==> src/rtl/pll_seq_pkg.sv <==
package pll_seq_pkg;
  typedef enum logic [2:0] {
    SEQ_OFF   = 3'd0,
    SEQ_COLD  = 3'd1,
    SEQ_WARM  = 3'd2,
    SEQ_READY = 3'd3,
    SEQ_STALL = 3'd4
  } seq_state_e;
endpackage

==> src/rtl/seq_sync.sv <==
module seq_sync #(
  parameter int WIDTH  = 1,
  parameter int STAGES = 2
) (
  input  logic             clk,
  input  logic             rst_n,
  input  logic [WIDTH-1:0] d,
  output logic [WIDTH-1:0] q
);
  logic [WIDTH-1:0] pipe [STAGES];

  generate
    for (genvar s = 0; s < STAGES; s++) begin : g_stage
      if (s == 0) begin : g_first
        always_ff @(posedge clk or negedge rst_n) begin
          if (!rst_n) pipe[s] <= '0;
          else        pipe[s] <= d;
        end
      end else begin : g_next
        always_ff @(posedge clk or negedge rst_n) begin
          if (!rst_n) pipe[s] <= '0;
          else        pipe[s] <= pipe[s-1];
        end
      end
    end
  endgenerate

  assign q = pipe[STAGES-1];
endmodule

==> src/rtl/ref_edge_det.sv <==
module ref_edge_det #(
  parameter int SYNC_STAGES = 2
) (
  input  logic clk,
  input  logic rst_n,
  input  logic ref_raw,
  output logic rise_o,
  output logic edge_o
);
  logic ref_s;
  logic ref_prev;

  seq_sync #(.WIDTH(1), .STAGES(SYNC_STAGES)) u_ref_sync (
    .clk  (clk),
    .rst_n(rst_n),
    .d    (ref_raw),
    .q    (ref_s)
  );

  always_ff @(posedge clk or negedge rst_n) begin
    if (!rst_n) ref_prev <= 1'b0;
    else        ref_prev <= ref_s;
  end

  assign rise_o = ref_s & ~ref_prev;
  assign edge_o = ref_s ^ ref_prev;
endmodule

==> src/rtl/ref_stall_mon.sv <==
module ref_stall_mon #(
  parameter int STALL_CYC = 16
) (
  input  logic clk,
  input  logic rst_n,
  input  logic edge_i,
  output logic stalled_o
);
  localparam int CW = $clog2(STALL_CYC + 1);
  localparam logic [CW-1:0] LIMIT = CW'(STALL_CYC);

  logic [CW-1:0] quiet_q;

  // Starts saturated: no activity has been seen since reset.
  always_ff @(posedge clk or negedge rst_n) begin
    if (!rst_n)              quiet_q <= LIMIT;
    else if (edge_i)         quiet_q <= '0;
    else if (quiet_q != LIMIT) quiet_q <= quiet_q + 1'b1;
  end

  assign stalled_o = (quiet_q == LIMIT);
endmodule

==> src/rtl/lock_timer.sv <==
module lock_timer #(
  parameter int COLD_WAIT = 2048,
  parameter int WARM_WAIT = 256
) (
  input  logic clk,
  input  logic rst_n,
  input  logic run_i,
  input  logic warm_i,
  input  logic rise_i,
  output logic done_o
);
  localparam int MAXW = (COLD_WAIT > WARM_WAIT) ? COLD_WAIT : WARM_WAIT;
  localparam int CW   = $clog2(MAXW + 1);
  localparam logic [CW-1:0] COLD_T = CW'(COLD_WAIT);
  localparam logic [CW-1:0] WARM_T = CW'(WARM_WAIT);
  localparam logic [CW-1:0] SAT    = CW'(MAXW);

  logic [CW-1:0] ref_cnt_q;
  logic [CW-1:0] target;

  always_ff @(posedge clk or negedge rst_n) begin
    if (!rst_n)                        ref_cnt_q <= '0;
    else if (!run_i)                   ref_cnt_q <= '0;
    else if (rise_i && ref_cnt_q != SAT) ref_cnt_q <= ref_cnt_q + 1'b1;
  end

  assign target = warm_i ? WARM_T : COLD_T;
  assign done_o = run_i && (ref_cnt_q >= target);
endmodule

==> src/rtl/seq_fsm.sv <==
module seq_fsm
  import pll_seq_pkg::*;
(
  input  logic       clk,
  input  logic       rst_n,
  input  logic       mode_on_i,
  input  logic       stalled_i,
  input  logic       edge_i,
  input  logic       lock_done_i,
  output seq_state_e state_o
);
  seq_state_e state_q, state_d;

  always_comb begin
    state_d = state_q;
    if (!mode_on_i) begin
      state_d = SEQ_OFF;
    end else begin
      unique case (state_q)
        SEQ_OFF:   if (!stalled_i) state_d = SEQ_COLD;
        SEQ_COLD,
        SEQ_WARM: begin
          if (stalled_i)        state_d = SEQ_STALL;
          else if (lock_done_i) state_d = SEQ_READY;
        end
        SEQ_READY: if (stalled_i) state_d = SEQ_STALL;
        SEQ_STALL: if (edge_i)    state_d = SEQ_WARM;
        default:   state_d = SEQ_OFF;
      endcase
    end
  end

  always_ff @(posedge clk or negedge rst_n) begin
    if (!rst_n) state_q <= SEQ_OFF;
    else        state_q <= state_d;
  end

  assign state_o = state_q;
endmodule

==> src/rtl/pll_pwr_seq.sv <==
module pll_pwr_seq
  import pll_seq_pkg::*;
#(
  parameter int SYNC_STAGES = 2,
  parameter int STALL_CYC   = 16,
  parameter int COLD_WAIT   = 2048,
  parameter int WARM_WAIT   = 256
) (
  input  logic       clk,
  input  logic       rst_n,
  input  logic       ref_clk_in,
  input  logic [1:0] mode_sel,
  output logic       pll_en,
  output logic       sio_en,
  output logic       refs_en,
  output logic       data_valid,
  output logic [2:0] seq_state
);
  logic       ref_rise, ref_edge, stalled, lock_done;
  logic [1:0] mode_s;
  logic       mode_raw_on;
  logic       powered;
  seq_state_e state;

  ref_edge_det #(.SYNC_STAGES(SYNC_STAGES)) u_edge (
    .clk    (clk),
    .rst_n  (rst_n),
    .ref_raw(ref_clk_in),
    .rise_o (ref_rise),
    .edge_o (ref_edge)
  );

  seq_sync #(.WIDTH(2), .STAGES(SYNC_STAGES)) u_mode_sync (
    .clk  (clk),
    .rst_n(rst_n),
    .d    (mode_sel),
    .q    (mode_s)
  );

  ref_stall_mon #(.STALL_CYC(STALL_CYC)) u_stall (
    .clk      (clk),
    .rst_n    (rst_n),
    .edge_i   (ref_edge),
    .stalled_o(stalled)
  );

  lock_timer #(.COLD_WAIT(COLD_WAIT), .WARM_WAIT(WARM_WAIT)) u_lock (
    .clk   (clk),
    .rst_n (rst_n),
    .run_i (state == SEQ_COLD || state == SEQ_WARM),
    .warm_i(state == SEQ_WARM),
    .rise_i(ref_rise),
    .done_o(lock_done)
  );

  seq_fsm u_fsm (
    .clk        (clk),
    .rst_n      (rst_n),
    .mode_on_i  (|mode_s),
    .stalled_i  (stalled),
    .edge_i     (ref_edge),
    .lock_done_i(lock_done),
    .state_o    (state)
  );

  // Mode 0 removes PLL power straight from the pin, ahead of the synchronizer.
  assign mode_raw_on = |mode_sel;
  assign powered     = (state == SEQ_COLD) || (state == SEQ_WARM) || (state == SEQ_READY);
  assign pll_en      = powered && mode_raw_on;
  assign sio_en      = powered && mode_raw_on;
  assign refs_en     = (state != SEQ_OFF);
  assign data_valid  = (state == SEQ_READY) && mode_raw_on;
  assign seq_state   = state;
endmodule

==> config.mk <==
export PLATFORM = sky130hd
export DESIGN_NAME = pll_pwr_seq
export DESIGN_NICKNAME = d
export VERILOG_FILES = /design/src/rtl/pll_seq_pkg.sv /design/src/rtl/seq_sync.sv /design/src/rtl/ref_edge_det.sv /design/src/rtl/ref_stall_mon.sv /design/src/rtl/lock_timer.sv /design/src/rtl/seq_fsm.sv /design/src/rtl/pll_pwr_seq.sv
export SDC_FILE = /design/constraint.sdc
export NUM_CORES = 1
export LEC_CHECK = 0
export ABC_AREA = 1
export BUFFER_PORTS_ARGS = -buffer_cell sky130_fd_sc_hd__buf_4
export CAP_MARGIN = 10
export CORE_MARGIN = 2
export CORE_UTILIZATION = 45
export CTS_BUF_LIST = sky130_fd_sc_hd__clkbuf_8 sky130_fd_sc_hd__clkbuf_16
export DETAILED_ROUTE_END_ITERATION = 8
export PLACE_DENSITY = 0.62
export SLEW_MARGIN = 5
export SYNTH_ARGS = -nofsm -noshare
export SYNTH_HDL_FRONTEND = slang
export SYNTH_SLANG_ARGS = --single-unit
==> constraint.sdc <==
create_clock -name clk -period 1.4 [get_ports clk]
set_input_delay 0.07 -clock clk [delete_from_list [all_inputs] [get_ports clk]]
set_output_delay 0.07 -clock clk [all_outputs]
set_load 0.005 [all_outputs]
* Word-level counts from Yosys, hierarchy flattened
Index checks and enable logic that the tools add are counted.
** Word-level totals
- Bits in registers :: 27
- Bits of input ports :: 5
- Output and inout port bits :: 7
- Word-level logic and storage cells :: 51
** Operators by class
- $add $sub $neg :: 2
- Magnitude comparators :: 1
- Equal/unequal tests :: 12
- Multiplexer cells :: 12
- Bitwise logic cells :: 3
- Reductions and logical operators :: 13
** Operators with widths (number)
- two-way mux 12 bit :: 3
- two-way mux 3 bit :: 6
- adder 12 x 1 -> 12 bit, second input constant :: 1
- >= comparator 12 bit :: 1
- != test 12 bit, second input constant :: 1
- case mux 3 bit (4 select lines) :: 1
- two-way mux 5 bit :: 2
- != test 3 bit, second input constant :: 3
- equality test 3 x 2 -> 1 bit, second input constant :: 2
- OR reduction 2 bit :: 3
- adder 5 x 1 -> 5 bit, second input constant :: 1
- equality test 5 bit, second input constant :: 1
- != test 5 bit, second input constant :: 1
- logical AND 1 bit :: 4
- != test 4 bit, second input constant :: 1
- AND reduction 4 bit :: 1
- equality test 3 x 1 -> 1 bit, second input constant :: 1
- equality test 3 bit, second input constant :: 1
- logical NOT 3 bit :: 1
- nonzero test 3 bit :: 1
- logical OR 1 bit :: 2
- != test 2 bit, second input constant :: 1
- nonzero test 2 bit :: 1
- bitwise AND 1 bit :: 1
- 2 further kinds :: 2

* Depth between registers and ports, before layout
- Word-level depth :: 8
- Mapped depth :: 11
- Gate-level depth less buffers :: 11

* Cells and area by module
A second synthesis with hierarchy kept.
** Unflattened totals
- Cell total of the unflattened synthesis :: 232
- Area total of the unflattened synthesis :: 1687.9 µm²
** Modules (own cells, without submodules)
- lock_timer :: times used 1, cells each 124, area an instance 862.1 µm², seq. area each 300.3 µm²
- ref_stall_mon :: times used 1, cells each 37, area an instance 290.3 µm², seq. area each 126.4 µm²
- seq_fsm :: times used 1, cells each 47, area an instance 265.3 µm², seq. area each 75.1 µm²
- seq_sync at u_mode_sync :: times used 1, cells each 6, area an instance 115.1 µm², seq. area each 100.1 µm²
- pll_pwr_seq :: times used 1, cells each 12, area an instance 60.1 µm², seq. area each 0.0 µm²
- seq_sync at u_edge.u_ref_sync :: times used 1, cells each 2, area an instance 50.0 µm², seq. area each 50.0 µm²
- ref_edge_det :: times used 1, cells each 4, area an instance 45.0 µm², seq. area each 25.0 µm²

* Worst setup path before layout
No wires, ideal clock.
- Kind :: register to register
- Start :: register u_lock.ref_cnt_q[0]
- End :: register u_lock.ref_cnt_q[10]
- Library setup time :: 0.117 ns
- Data arrival time :: 1.242 ns
- Data required time :: 1.283 ns
- Slack :: 0.041 ns
- Stages on the path, launching flop included :: 11
- Path buffers :: 1
- Clock period less this slack :: 1.359 ns
- Cell sequence :: dfrtp_1 -> inv_1 -> ha_1 -> nand3_1 -> nor2_1 -> nand2_1 -> nand2_2 -> nand2_4 -> buf_6 -> nand3_1 -> nand2_1
** Between the ends
- Word-level cells in the longest chain between the ends :: 3
- Elaborated cells on any way between the ends :: 6
- Classes of those cells :: 1 x add/sub; 2 x eq/ne; 2 x mux; 1 x reduce/logical
** Ends and longest elaborated chain
- start, declared :: line lock_timer.sv:18 : logic [CW-1:0] ref_cnt_q;
- start signal, assigned :: line lock_timer.sv:24 : else if (rise_i && ref_cnt_q != SAT) ref_cnt_q <= ref_cnt_q + 1'b1;
- adder 12 x 1 -> 12 bit / != test 12 bit (equally long branches) :: line lock_timer.sv:24
- two-way mux 12 bit / logical AND 1 bit (equally long branches) :: line lock_timer.sv:24
- two-way mux 12 bit / != test 2 bit (equally long branches)
Several ways; a longest one is shown, not always the timed one. The select of a mux whose other input is x is not followed.
A chain may end at the register's enable or synchronous reset.

* Worst setup path in the final report
- Start :: register u_lock.ref_cnt_q[0]
- End :: register u_lock.ref_cnt_q[4]
The elaborated chain is that of the path after synthesis.

==> flow_summary.json <==
{
  "rsz0062_at_grt": "yes",
  "p_leak_nw": 1.01,
  "finalNonFillerCells": 287,
  "worst_setup_path_end_kind": "flop",
  "htree_levels": 1,
  "maxCapViolations": 0,
  "finalPower_mw": 3.02,
  "grt_overflow": 0,
  "die-area_um2": 4000,
  "clkSlewWorstSetupHoldPaths_ps": 100,
  "antenna_found_initial": 0,
  "gp_congestion": 0.857,
  "cp.arrival_ps": 1620,
  "cts_sinks": 27,
  "initial_core_util_pct": 47.0,
  "drt-met1-wl_mm": 1.59,
  "mostFrequentLayoutCell": "nand2_1",
  "dr.pass1.iters": 4,
  "violations": "negative setup slack",
  "slew_headroom_pct": 76.4,
  "ioPinCount": 12,
  "nFillCells": 308,
  "clock_path_buffers": 2,
  "gr-usage-all-layers_pct": 18.3,
  "final_antenna_net_count": 0,
  "grt_max_degree": 28,
  "dp_slack_ps": -29.7,
  "status": "complete, but fails checks",
  "maxSlewViolCount": 0,
  "crit_fanout": 7,
  "synth_compound_area_share_pct": 6.17,
  "wl_met2_mm": 1.70,
  "worst_pin_slew_ps": 354,
  "peakVddDrop_mv": 0.631,
  "syn_to_final_growth_pct": 30.9,
  "grt_pass1_wl_mm": 5.79,
  "finalSetupTns_ps": -7.13,
  "met3_length_um": 113,
  "synth-adder-area-share_pct": 3.96,
  "postPlaceCellArea_um2": 1810,
  "start_kind": "flop",
  "netlist-cell-type-count": 24,
  "critical_path_class": "flop to flop",
  "ys_seq_area_share_pct": 42.8,
  "synthSimpleGateAreaFrac_pct": 34.3,
  "synthXorXnorAreaFrac_pct": 4.43,
  "yosysWarnings": 0,
  "clockRootBuffer": "clkbuf_8",
  "post-route-period-util_pct": 100,
  "fp.dieW_um": 63.3,
  "vias": 1403,
  "synth.ff_latch_count": 27,
  "hp-class": "primary input to async pin",
  "numPortBuffers": 11,
  "n_antenna_cell": 0,
  "placed_cells": 274,
  "hold_viol_final": 0,
  "max_freq_mhz": 711,
  "finalCriticalPeriod_ps": 1410,
  "netlist_area_um2": 1580,
  "drc": 0,
  "reg2regPathDepth": 9,
  "setup_slack_ps": -5.73,
  "grt_pass1_vias": 1306,
  "cts_tree": "yes",
  "pwr_density_cell_nw_per_um2": 1460,
  "wl_per_cell_um": 12.0,
  "syn_inst": 207,
  "worstPathRequired_ps": 1620,
  "avgViaCountPerCell": 4.89,
  "drtIter0Drc": 113,
  "drive_gt1_share_pct": 31.5,
  "routed.top_layer": "met4",
  "final_area_um2": 2070,
  "die_y_um": 63.3,
  "wirelength_mm": 3.46,
  "syn_nets": 217,
  "coreArea_um2": 3360,
  "layout_common_cells": "nand2_1 (47), dfrtp_1 (25), buf_4 (24), nand3_1 (22), nor2_1 (21)",
  "cts_buffers": 3,
  "final-setup-viol-count": 2,
  "muxShareOfSynthArea_pct": 0,
  "post_synth.cell_area_avg_um2": 7.64,
  "row_count": 21,
  "nets": 252,
  "clock_skew_ps": 4.82,
  "synth_top_family_by_area": "simple AND/OR/NAND/NOR gates",
  "clock_latency_ps": 280,
  "place_hpwl_mm": 2.55
}
-- worst max-delay path: stages (launching register included) --
cell     delay (ps)
dfrtp_1         430
inv_2            90
ha_4            130
nand3_2          60
nor2_1          100
nand2_1          70
nand2_2          90
nand2_4         100
buf_12          160
o21ai_2         110
-- worst paths after layout --
check | end | start | slack [ps]
setup / recovery | u_lock.ref_cnt_q[4]$_DFFE_PN0P_ | u_lock.ref_cnt_q[0]$_DFFE_PN0P_ | -6
hold / removal | u_lock.ref_cnt_q[11]$_DFFE_PN0P_ | rst_n | 230
setup reg to reg | u_lock.ref_cnt_q[4]$_DFFE_PN0P_ | u_lock.ref_cnt_q[0]$_DFFE_PN0P_ | -6
hold reg to reg | u_mode_sync.q[1]$_DFF_PN0_ | u_mode_sync.pipe[3]$_DFF_PN0_ | 350
max in group asynchronous | u_stall.quiet_q[4]$_DFFE_PN1P_ | rst_n | 870
min in group clk | u_mode_sync.q[1]$_DFF_PN0_ | u_mode_sync.pipe[3]$_DFF_PN0_ | 350
-- cells in the mapped netlist (all sizes together) --
master,count,share of area [%]
buf,3,1.4
nand2,57,15
nand4,5,2.0
nor3,2,0.63
o21ai,13,5.5
dfrtp,26,41
nor2,29,8.2
xor2,7,3.9
xnor2,1,0.55
inv,29,6.9
nand3,25,7.9
or2,2,0.79
dfstp,1,1.7
a21oi,2,0.63
ha,5,4.0
-- per-stage QoR --
| stage | util [%] | hold slack (ps) |
|---|---|---|
| 2_1_floorplan | - | -226 |
| 3_3_place_gp | 53.8 | 5.86 |
| 3_5_place_dp | 53.8 | 9.61 |
| 4_1_cts | 56.7 | 240 |
| 5_1_grt | 61.5 | 273 |
| 6_report | 61.5 | 225 |
-- power breakdown --
group	total (mW)	switching [mW]	internal, mW
sequential	0.929	0.0730	0.856
combinational	1.61	0.879	0.731
clock	0.477	0.274	0.203
total	3.02	1.23	1.79
-- repair_timing --
action / in CTS / in global routing
buffers inserted: 1 / 4
endpoints found under the setup margin: 14 / 20
hold buffers: 4 / 0
resized for setup: 3 / 41
pin swaps: 2 / 13
endpoints found under the hold margin: 30 / 0
-- layer usage --
metal,global-route usage [%],vias up
li1,-,718
met1,24.4,652
met2,30.9,26
met3,2.68,7
met4,5.71,0
met5,0,-
-- cell families after synthesis --
family	count (synthesis)
AOI/OAI and AO/OA	15
buffers and inverters	32
xor gates and xnor gates	8
DFF	27
and+or+nand+nor	120
adders and majority gates	5
-- cell type report --
| cell class | instances | area [um^2] | area share (%) |
|---|---|---|---|
| Inverter | 29 | 114 | 5.50 |
| Tap cell | 46 | 57.6 | 2.78 |
| Multi-Input combinational cell | 148 | 886 | 42.8 |
| Timing Repair Buffer | 33 | 285 | 13.8 |
| Clock inverter | 1 | 7.51 | 0.363 |
| Sequential cell | 27 | 678 | 32.8 |
| Clock buffer | 3 | 41.3 | 2.00 |
-- state kept, by name, summed over array words and instances (netlist names) --
name	flops
u_lock.ref_cnt_q	12
u_mode_sync.q	2
u_edge.u_ref_sync.q	1
u_stall.quiet_q	5
u_edge.ref_prev	1
u_edge.u_ref_sync.pipe	1
u_fsm.state_o	3
u_mode_sync.pipe	2
Note: power is estimated with default switching activity, not from simulation.
